==> src/rtl/slp_pkg.sv <==
package slp_pkg;

  typedef enum logic {
    ST_IDLE   = 1'b0,
    ST_ACTIVE = 1'b1
  } slp_state_e;

  typedef enum logic [1:0] {
    RT_KEEP  = 2'b00,
    RT_RES_A = 2'b01,
    RT_RES_B = 2'b10,
    RT_SWAP  = 2'b11
  } slp_route_e;

  // base function on low select bits, optional inversion on the top bit
  function automatic logic slp_eval(input logic [2:0] sel, input logic a, input logic b);
    logic base;
    case (sel[1:0])
      2'b00:   base = a & b;
      2'b01:   base = a | b;
      2'b10:   base = a ^ b;
      default: base = 1'b1;
    endcase
    return base ^ sel[2];
  endfunction

endpackage

==> src/rtl/slp_seq.sv <==
module slp_seq
  import slp_pkg::*;
#(
  parameter int WIDTH = 4
) (
  input  logic clk,
  input  logic rst,
  input  logic exec_req,
  output logic shift_en
);

  localparam int CW = $clog2(WIDTH + 1);
  localparam logic [CW-1:0] LAST = CW'(WIDTH);

  slp_state_e     st;
  logic [CW-1:0]  cnt;

  // Mealy output: in idle the shift follows the request directly
  always_comb begin
    shift_en = ((st == ST_IDLE) && exec_req) ||
               ((st == ST_ACTIVE) && (cnt != LAST));
  end

  always_ff @(posedge clk) begin
    if (rst) begin
      st  <= ST_IDLE;
      cnt <= '0;
    end else begin
      case (st)
        ST_IDLE: begin
          if (exec_req) begin
            st  <= ST_ACTIVE;
            cnt <= CW'(1);
          end
        end
        default: begin
          if (cnt != LAST) begin
            cnt <= cnt + CW'(1);
          end else if (!exec_req) begin
            st  <= ST_IDLE;
            cnt <= '0;
          end
        end
      endcase
    end
  end

  assert_cnt_bound_R3: assert property (@(posedge clk) disable iff (rst)
    cnt <= LAST);

  assert_start_R3: assert property (@(posedge clk) disable iff (rst)
    (st == ST_IDLE && exec_req) |=> (st == ST_ACTIVE && cnt == CW'(1)));

  assert_hold_R4: assert property (@(posedge clk) disable iff (rst)
    (st == ST_ACTIVE && cnt == LAST && exec_req) |=> (st == ST_ACTIVE && cnt == LAST && !shift_en));

  assert_release_R4: assert property (@(posedge clk) disable iff (rst)
    (st == ST_ACTIVE && cnt == LAST && !exec_req) |=> (st == ST_IDLE));

endmodule

==> src/rtl/slp_shreg.sv <==
module slp_shreg #(
  parameter int WIDTH = 4
) (
  input  logic             clk,
  input  logic             rst,
  input  logic             shift,
  input  logic             in_bit,
  input  logic             load,
  input  logic [WIDTH-1:0] din,
  output logic [WIDTH-1:0] q
);

  // shifting has priority; a load on a shifting edge is dropped
  always_ff @(posedge clk) begin
    if (rst) begin
      q <= '0;
    end else if (shift) begin
      q <= {in_bit, q[WIDTH-1:1]};
    end else if (load) begin
      q <= din;
    end
  end

  assert_idle_hold_R2: assert property (@(posedge clk) disable iff (rst)
    (!shift && !load) |=> $stable(q));

  assert_shift_right_R8: assert property (@(posedge clk) disable iff (rst)
    shift |=> (q[WIDTH-2:0] == $past(q[WIDTH-1:1]) && q[WIDTH-1] == $past(in_bit)));

endmodule

==> src/rtl/serial_logic_proc.sv <==
module serial_logic_proc
  import slp_pkg::*;
#(
  parameter int WIDTH = 4
) (
  input  logic             clk,
  input  logic             rst,
  input  logic             exec_req,
  input  logic [2:0]       func_sel,
  input  logic [1:0]       route_sel,
  input  logic             load_a,
  input  logic             load_b,
  input  logic [WIDTH-1:0] din_a,
  input  logic [WIDTH-1:0] din_b,
  output logic [WIDTH-1:0] reg_a,
  output logic [WIDTH-1:0] reg_b
);

  localparam int NREG = 2;

  logic             shift_en;
  logic             res_bit;
  logic             in_bits [NREG];
  logic             ld      [NREG];
  logic [WIDTH-1:0] dat     [NREG];
  logic [WIDTH-1:0] q       [NREG];

  slp_seq #(.WIDTH(WIDTH)) u_seq (
    .clk      (clk),
    .rst      (rst),
    .exec_req (exec_req),
    .shift_en (shift_en)
  );

  always_comb begin
    res_bit = slp_eval(func_sel, q[0][0], q[1][0]);
    case (route_sel)
      RT_KEEP:  begin in_bits[0] = q[0][0]; in_bits[1] = q[1][0]; end
      RT_RES_A: begin in_bits[0] = res_bit; in_bits[1] = q[1][0]; end
      RT_RES_B: begin in_bits[0] = q[0][0]; in_bits[1] = res_bit; end
      default:  begin in_bits[0] = q[1][0]; in_bits[1] = q[0][0]; end
    endcase
  end

  assign ld[0]  = load_a;
  assign ld[1]  = load_b;
  assign dat[0] = din_a;
  assign dat[1] = din_b;

  for (genvar g = 0; g < NREG; g++) begin : g_reg
    slp_shreg #(.WIDTH(WIDTH)) u_shreg (
      .clk    (clk),
      .rst    (rst),
      .shift  (shift_en),
      .in_bit (in_bits[g]),
      .load   (ld[g]),
      .din    (dat[g]),
      .q      (q[g])
    );
  end

  assign reg_a = q[0];
  assign reg_b = q[1];

  assert_load_blocked_a_R7: assert property (@(posedge clk) disable iff (rst)
    (shift_en && load_a) |=> (reg_a[WIDTH-2:0] == $past(reg_a[WIDTH-1:1])));

  assert_load_blocked_b_R7: assert property (@(posedge clk) disable iff (rst)
    (shift_en && load_b) |=> (reg_b[WIDTH-2:0] == $past(reg_b[WIDTH-1:1])));

  assert_route_keep_R6: assert property (@(posedge clk) disable iff (rst)
    (shift_en && route_sel == RT_KEEP) |=> (reg_a[WIDTH-1] == $past(reg_a[0]) && reg_b[WIDTH-1] == $past(reg_b[0])));

  assert_func_res_R5: assert property (@(posedge clk) disable iff (rst)
    (shift_en && route_sel == RT_RES_A && func_sel == 3'b111) |=> (reg_a[WIDTH-1] == 1'b0));

endmodule

==> config.mk <==
export PLATFORM = sky130hd
export DESIGN_NAME = serial_logic_proc
export DESIGN_NICKNAME = d
export VERILOG_FILES = /design/src/rtl/slp_pkg.sv /design/src/rtl/slp_seq.sv /design/src/rtl/slp_shreg.sv /design/src/rtl/serial_logic_proc.sv
export SDC_FILE = /design/constraint.sdc
export NUM_CORES = 1
export LEC_CHECK = 0
export BUFFER_PORTS_ARGS = -buffer_cell sky130_fd_sc_hd__buf_2
export CORE_AREA = 3 3 59 61
export CTS_CLUSTER_DIAMETER = 200
export DETAILED_ROUTE_END_ITERATION = 10
export DIE_AREA = 0 0 62 64
export SYNTH_ARGS = -nofsm -noshare
export SYNTH_HDL_FRONTEND = slang
export SYNTH_SLANG_ARGS = --single-unit
==> constraint.sdc <==
create_clock -name clk -period 4.6 [get_ports clk]
set_input_delay 0.46 -clock clk [delete_from_list [all_inputs] [get_ports clk]]
set_output_delay 0.46 -clock clk [all_outputs]
set_load 0.05 [all_outputs]
Word-level counts from Yosys, hierarchy flattened
Cells that the tools add are included.
{ "totals": {"ff_bits": 12, "out_inout_bits": 8} }
{ "classes": {"n_addsub": 1, "n_eq_ne": 6, "muxes": 13, "n_bitwise": 5, "reduce_logical": 9} }
{ "ops": {"columns": ["op", "count"], "rows": [
  ["4-bit 2-to-1 mux", 4],
  ["3-bit 2-to-1 mux", 4],
  ["3-bit inequality test, second input constant", 2],
  ["2-bit one-hot mux with 3 select lines", 1],
  ["2-bit nonzero test", 3],
  ["2-bit by 1-bit == test with 1-bit output, second input constant", 2],
  ["2-bit == test, second input constant", 2],
  ["2-bit logical NOT", 2],
  ["3-bit by 1-bit adder with 3-bit output, second input constant", 1],
  ["1-bit 2-to-1 mux", 3],
  ["1-bit one-hot mux with 3 select lines", 1],
  ["1-bit logical AND", 2],
  ["2-bit AND reduction", 1],
  ["1-bit bitwise XOR", 2],
  ["1-bit bitwise AND", 1],
  ["1-bit logical OR", 1],
  ["1-bit inverter", 1],
  ["1-bit OR", 1]
]} }

Logic depth before layout (Yosys ltp)
{ "depth": {"ltp_word": 5, "depth_mapped": 7, "depth_no_buf": 6} }

Modules after synthesis
Synthesis repeated with hierarchy kept, for this count alone.
{ "hier_totals": {"hier_cells": 79, "area_unflattened_um2": 721.9} }
{ "by_module_without_submodules": {"columns": ["mod", "n_inst", "cells_each", "area_each_um2"], "rows": [
  ["slp_shreg", 2, 18, 183.9],
  ["slp_seq", 1, 28, 245.2],
  ["serial_logic_proc", 1, 15, 108.9]
]} }

Worst setup path before layout
OpenSTA, ideal clock, no wires.
{ "synth_path": {"path_kind": "register -> register", "startpoint": "register g_reg[0].u_shreg.q[0]", "endpoint": "register g_reg[0].u_shreg.q[3]", "setup_time_ns": 0.095, "t_arrival_ns": 1.784, "slack_ns": 2.721, "stages_incl_launch_ff": 7, "period_less_slack_ns": 1.879, "cell_sequence": "dfxtp_1 inv_1 ha_1 nor3b_2 and2_1 o311ai_1 a221oi_1"} }
{ "synth_via": {"elab_chain_len": 5, "elab_cells_between_ends": 7} }
{ "synth_rtl": {"columns": ["element", "line_no", "rtl"], "rows": [
  ["start: declaration", "slp_shreg.sv:10", "output logic [WIDTH-1:0] q"],
  ["start signal: assignment", "slp_shreg.sv:18", "q <= {in_bit, q[WIDTH-1:1]};"],
  ["start signal: assignment", "slp_shreg.sv:20", "q <= din;"],
  ["1-bit bitwise XOR (tied with other cells)", "slp_pkg.sv:21", "2'b10: base = a ^ b;"],
  ["1-bit one-hot mux with 3 select lines", "slp_pkg.sv:18", "case (sel[1:0])"],
  ["1-bit bitwise XOR", "slp_pkg.sv:24", "return base ^ sel[2];"],
  ["2-bit one-hot mux with 3 select lines (*)", "serial_logic_proc.sv:37", "case (route_sel)"],
  ["4-bit 2-to-1 mux (*)", "slp_shreg.sv:17", "end else if (shift) begin"]
]} }
Every way passes the cells marked *; elsewhere a longest branch is shown, timed or not.
A chain may end at the register's enable or synchronous reset.

Final worst setup path
{ "layout_path": {"startpoint": "register g_reg[0].u_shreg.q[0]", "endpoint": "register g_reg[1].u_shreg.q[3]"} }
{ "layout_via": {"elab_chain_len": 5, "elab_cells_between_ends": 7} }
{ "layout_rtl": {"columns": ["element", "line_no"], "rows": [
  ["1-bit bitwise XOR (tied with other cells)", "slp_pkg.sv:21"],
  ["1-bit one-hot mux with 3 select lines", "slp_pkg.sv:18"],
  ["1-bit bitwise XOR", "slp_pkg.sv:24"],
  ["2-bit one-hot mux with 3 select lines (*)", "serial_logic_proc.sv:37"],
  ["4-bit 2-to-1 mux (*)", "slp_shreg.sv:17"],
  ["end signal: assignment", "slp_shreg.sv:18"],
  ["end signal: assignment", "slp_shreg.sv:20"],
  ["end: declaration", "slp_shreg.sv:10"]
]} }
Marked as above.

==> impl_metrics.py <==
metrics = {
    "clock_network": {
        "htreeDepth": 1,
        "post_cts_buffers": 0,
        "cts_hold_buf": 0,
        "tritoncts": "built",
        "max-clock-path-buffers": 2,
        "root_buffer": "clkbuf_4",
        "ctsResizeCount": 0,
        "numCtsBuffers": 3,
        "clk_pin_slew_ns": 0.08,
        "clock_latency_ns": 0.27,
        "clock_sinks": 12,
    },
    "drt": {
        "first_pass_iters": 4,
        "viasPerCell": 4.41,
        "dr.first_iter.drc_count": 10,
        "routed-via-count": 670,
        "drt-total-wl_mm": 1.61,
        "drcViolationCount": 0,
        "antenna_left": 0,
        "wire_per_inst_um": 10.6,
    },
    "finish": {
        "drive_gt1_share_pct": 34.3,
        "post-route-util_pct": 30.6,
        "final_area_um2": 927,
        "fillers": 321,
        "syn2layout_area_growth_pct": 26.2,
        "insertedDiodeCount": 0,
        "nets": 131,
    },
    "global_route": {
        "grt_util_all_layers_pct": 9.74,
        "overflow": 0,
        "antenna_found_initial": 0,
        "grt_pass1_wl_mm": 2.98,
        "grt_pass1_vias": 695,
        "grt_max_degree": 17,
    },
    "power": {
        "internal_power_w": 0.000188,
        "power_frac_clock_pct": 29.2,
        "ir_worst_vdd_mv": 0.109,
        "powerDensity_mw_per_mm2": 301,
        "p_seq_share_pct": 43.1,
        "switching_power_w": 0.0000912,
        "sw_frac_of_total_pct": 32.7,
        "p_leak_nw": 0.417,
        "pwr-share-comb_pct": 27.7,
    },
    "worst_setup_path": {
        "cp_num_buf_inv": 1,
        "setup.worst_path.end": "g_reg[1].u_shreg.q[3]",
        "r2r-start": "g_reg[0].u_shreg.q[0]",
        "end_kind": "flip-flop",
        "critPathRequiredTime_ns": 4.73,
        "crit_chain": "inv_1 -> ha_1 -> nor3b_2 -> a311oi_2 -> o311ai_1 -> a221oi_1",
        "critical_path.max_fanout": 5,
        "max_stage_delay_ns": 0.42,
        "startpoint": "g_reg[0].u_shreg.q[0]",
        "r2r_slack_ns": 2.92,
        "crit_slowest_cell": "dfxtp_1",
        "cp_top_family": "compound AO/OA/AOI/OAI gates",
        "crit_path_start_kind": "flip-flop",
        "ff2ff_path_depth": 6,
        "arrival_ns": 1.81,
        "timing.rr.end": "g_reg[1].u_shreg.q[3]",
        "cp.depth": 6,
        "path_class": "flip-flop to flip-flop",
    },
    "timing": {
        "max_slew_margin_pct": 57.5,
        "max_freq_mhz": 595,
        "fin_setup_tns_ns": 0,
        "grt_setup_unrepaired": "no",
        "skew_ns": 0.00534,
        "finalWorstSetupSlack_ns": 2.92,
        "finalCritPeriodShare_pct": 36.5,
        "tightest_slew_ns": 0.638,
        "setup_violations": 0,
        "slew_violations": 0,
        "hold_viol": 0,
        "min_period_ns": 1.68,
    },
    "floorplan": {
        "io_pins": 26,
        "die_x_um": 62,
        "core_area_mm2": 0.00303,
        "die-area_mm2": 0.00397,
        "start_util_pct": 24.3,
        "row_count": 20,
        "die_h_um": 64,
    },
    "synth": {
        "synth-main-ff-cell": "dfxtp_1",
        "syn-mean-instance-area_um2": 8.85,
        "ys_warn_count": 0,
        "ys_seq_area_share_pct": 32.7,
        "synth_commonest_cells": "dfxtp_1 (12), nor2_1 (12), inv_1 (8), mux2i_1 (8), a211oi_1 (5)",
        "synth_top_area_share_pct": 32.7,
        "synth_area_um2": 734,
        "yosysTopAreaCell": "dfxtp_1",
        "synth_cell_types": 27,
        "async_flop_share_pct": 0,
        "ys_ff_latch": 12,
        "postSynthCellCount": 83,
        "synthTopCellsByArea": "dfxtp_1 (33%), mux2i_1 (11%), ha_1 (6.8%)",
        "synth_nets": 105,
        "synth_edf_count": 0,
    },
    "placement": {
        "portBuffers": 25,
        "preCtsSetupSlack_ns": 2.90,
        "finalWeightedCongestion": 0.828,
        "dpl_cell_area_um2": 891,
        "hpwl_mm": 1.31,
    },
    "hold_path": {
        "holdCritPathClass": "input pin to flip-flop",
        "hold_start": "exec_req",
    },
    "run_status": {
        "status": "finished, final reports clean",
    },
    "flow_run": {
        "maxCapViolCount": 0,
    },
}
[per-stage QoR]
stage	hold slack [ns]	total power, W	std cells
finish	0.511	0.000279	152
global route	0.539	0.000302	152
CTS	0.493	0.000285	152
detailed placement	0.513	0.000201	148
global placement	0.494	0.000198	148
floorplan	0.470	0.000179	83
[flip-flops by register name, indices dropped and copies added (netlist names)]
| register | cells |
|---|---|
| u_seq.st | 1 |
| u_seq.cnt | 3 |
| g.u_shreg.q | 8 |
[layer usage]
metal	up-vias	track usage (%)	share of wire, %
met5	-	0	0
met4	0	4.51	1.7
met3	2	2.42	4.3
met2	18	14.6	47
met1	303	12.7	47
li1	347	-	-
[power by group through the flow]
stage	combinational, W	sequential (W)	clock [W]
finish	0.0000773	0.000120	0.0000814
global route	0.0000862	0.000123	0.0000928
CTS	0.0000785	0.000121	0.0000864
detailed placement	0.0000782	0.000123	0
global placement	0.0000757	0.000123	0
floorplan	0.0000366	0.000143	0
[cells by family after synthesis]
kind of cell | after synthesis | synth area share [%]
AO/OA/AOI/OAI | 23 | 24.2
buffers and inverters | 12 | 7.32
adder cells (fa/ha/maj) | 4 | 6.81
multiplexers | 8 | 10.9
AND/OR/NAND/NOR | 24 | 18.1
flip-flops | 12 | 32.7
[cells in the final DEF (no fill, tap or decap)]
cell type,n
a211oi_1,5
a211oi_2,2
a21boi_0,1
a21oi_1,4
a221oi_1,2
a311oi_1,1
a311oi_2,1
and2_1,1
and4_2,1
buf_2,25
clkbuf_4,3
clkbuf_8,1
dfxtp_1,12
ha_1,4
inv_1,8
mux2i_1,8
nand2_1,2
nand2b_1,2
nand2b_4,1
nand3_1,3
nand3_2,1
nor2_1,12
nor3b_2,1
o21ai_0,4
o21ai_2,1
o311ai_1,2
[worst min path at each step]
stage | endpoint | slack (ns) | cells past startpoint
2_1_floorplan | u_seq.cnt[1] | 0.47 | 2
5_1_grt | g_reg[1].u_shreg.q[3] | 0.54 | 3
3_5_place_dp | u_seq.cnt[1] | 0.51 | 2
6_report | u_seq.st | 0.51 | 3
4_1_cts | u_seq.st | 0.49 | 3
3_3_place_gp | u_seq.cnt[1] | 0.49 | 2
[area by class of cell]
class / instances / area [um2] / share of cell area, %
inverter: 8 / 30.0 / 3.24
multi-input combinational: 59 / 440 / 47.5
tap: 44 / 55.1 / 5.94
clock buffer: 4 / 36.3 / 3.91
sequential: 12 / 240 / 25.9
timing repair buffer: 25 / 125 / 13.5
[tightest hold or removal path: stages]
cell and delay [ns]:
buf_2 0.15, nor2_1 0.06, nor2_1 0.07
No activity file was read; power rests on OpenSTA's default activity.
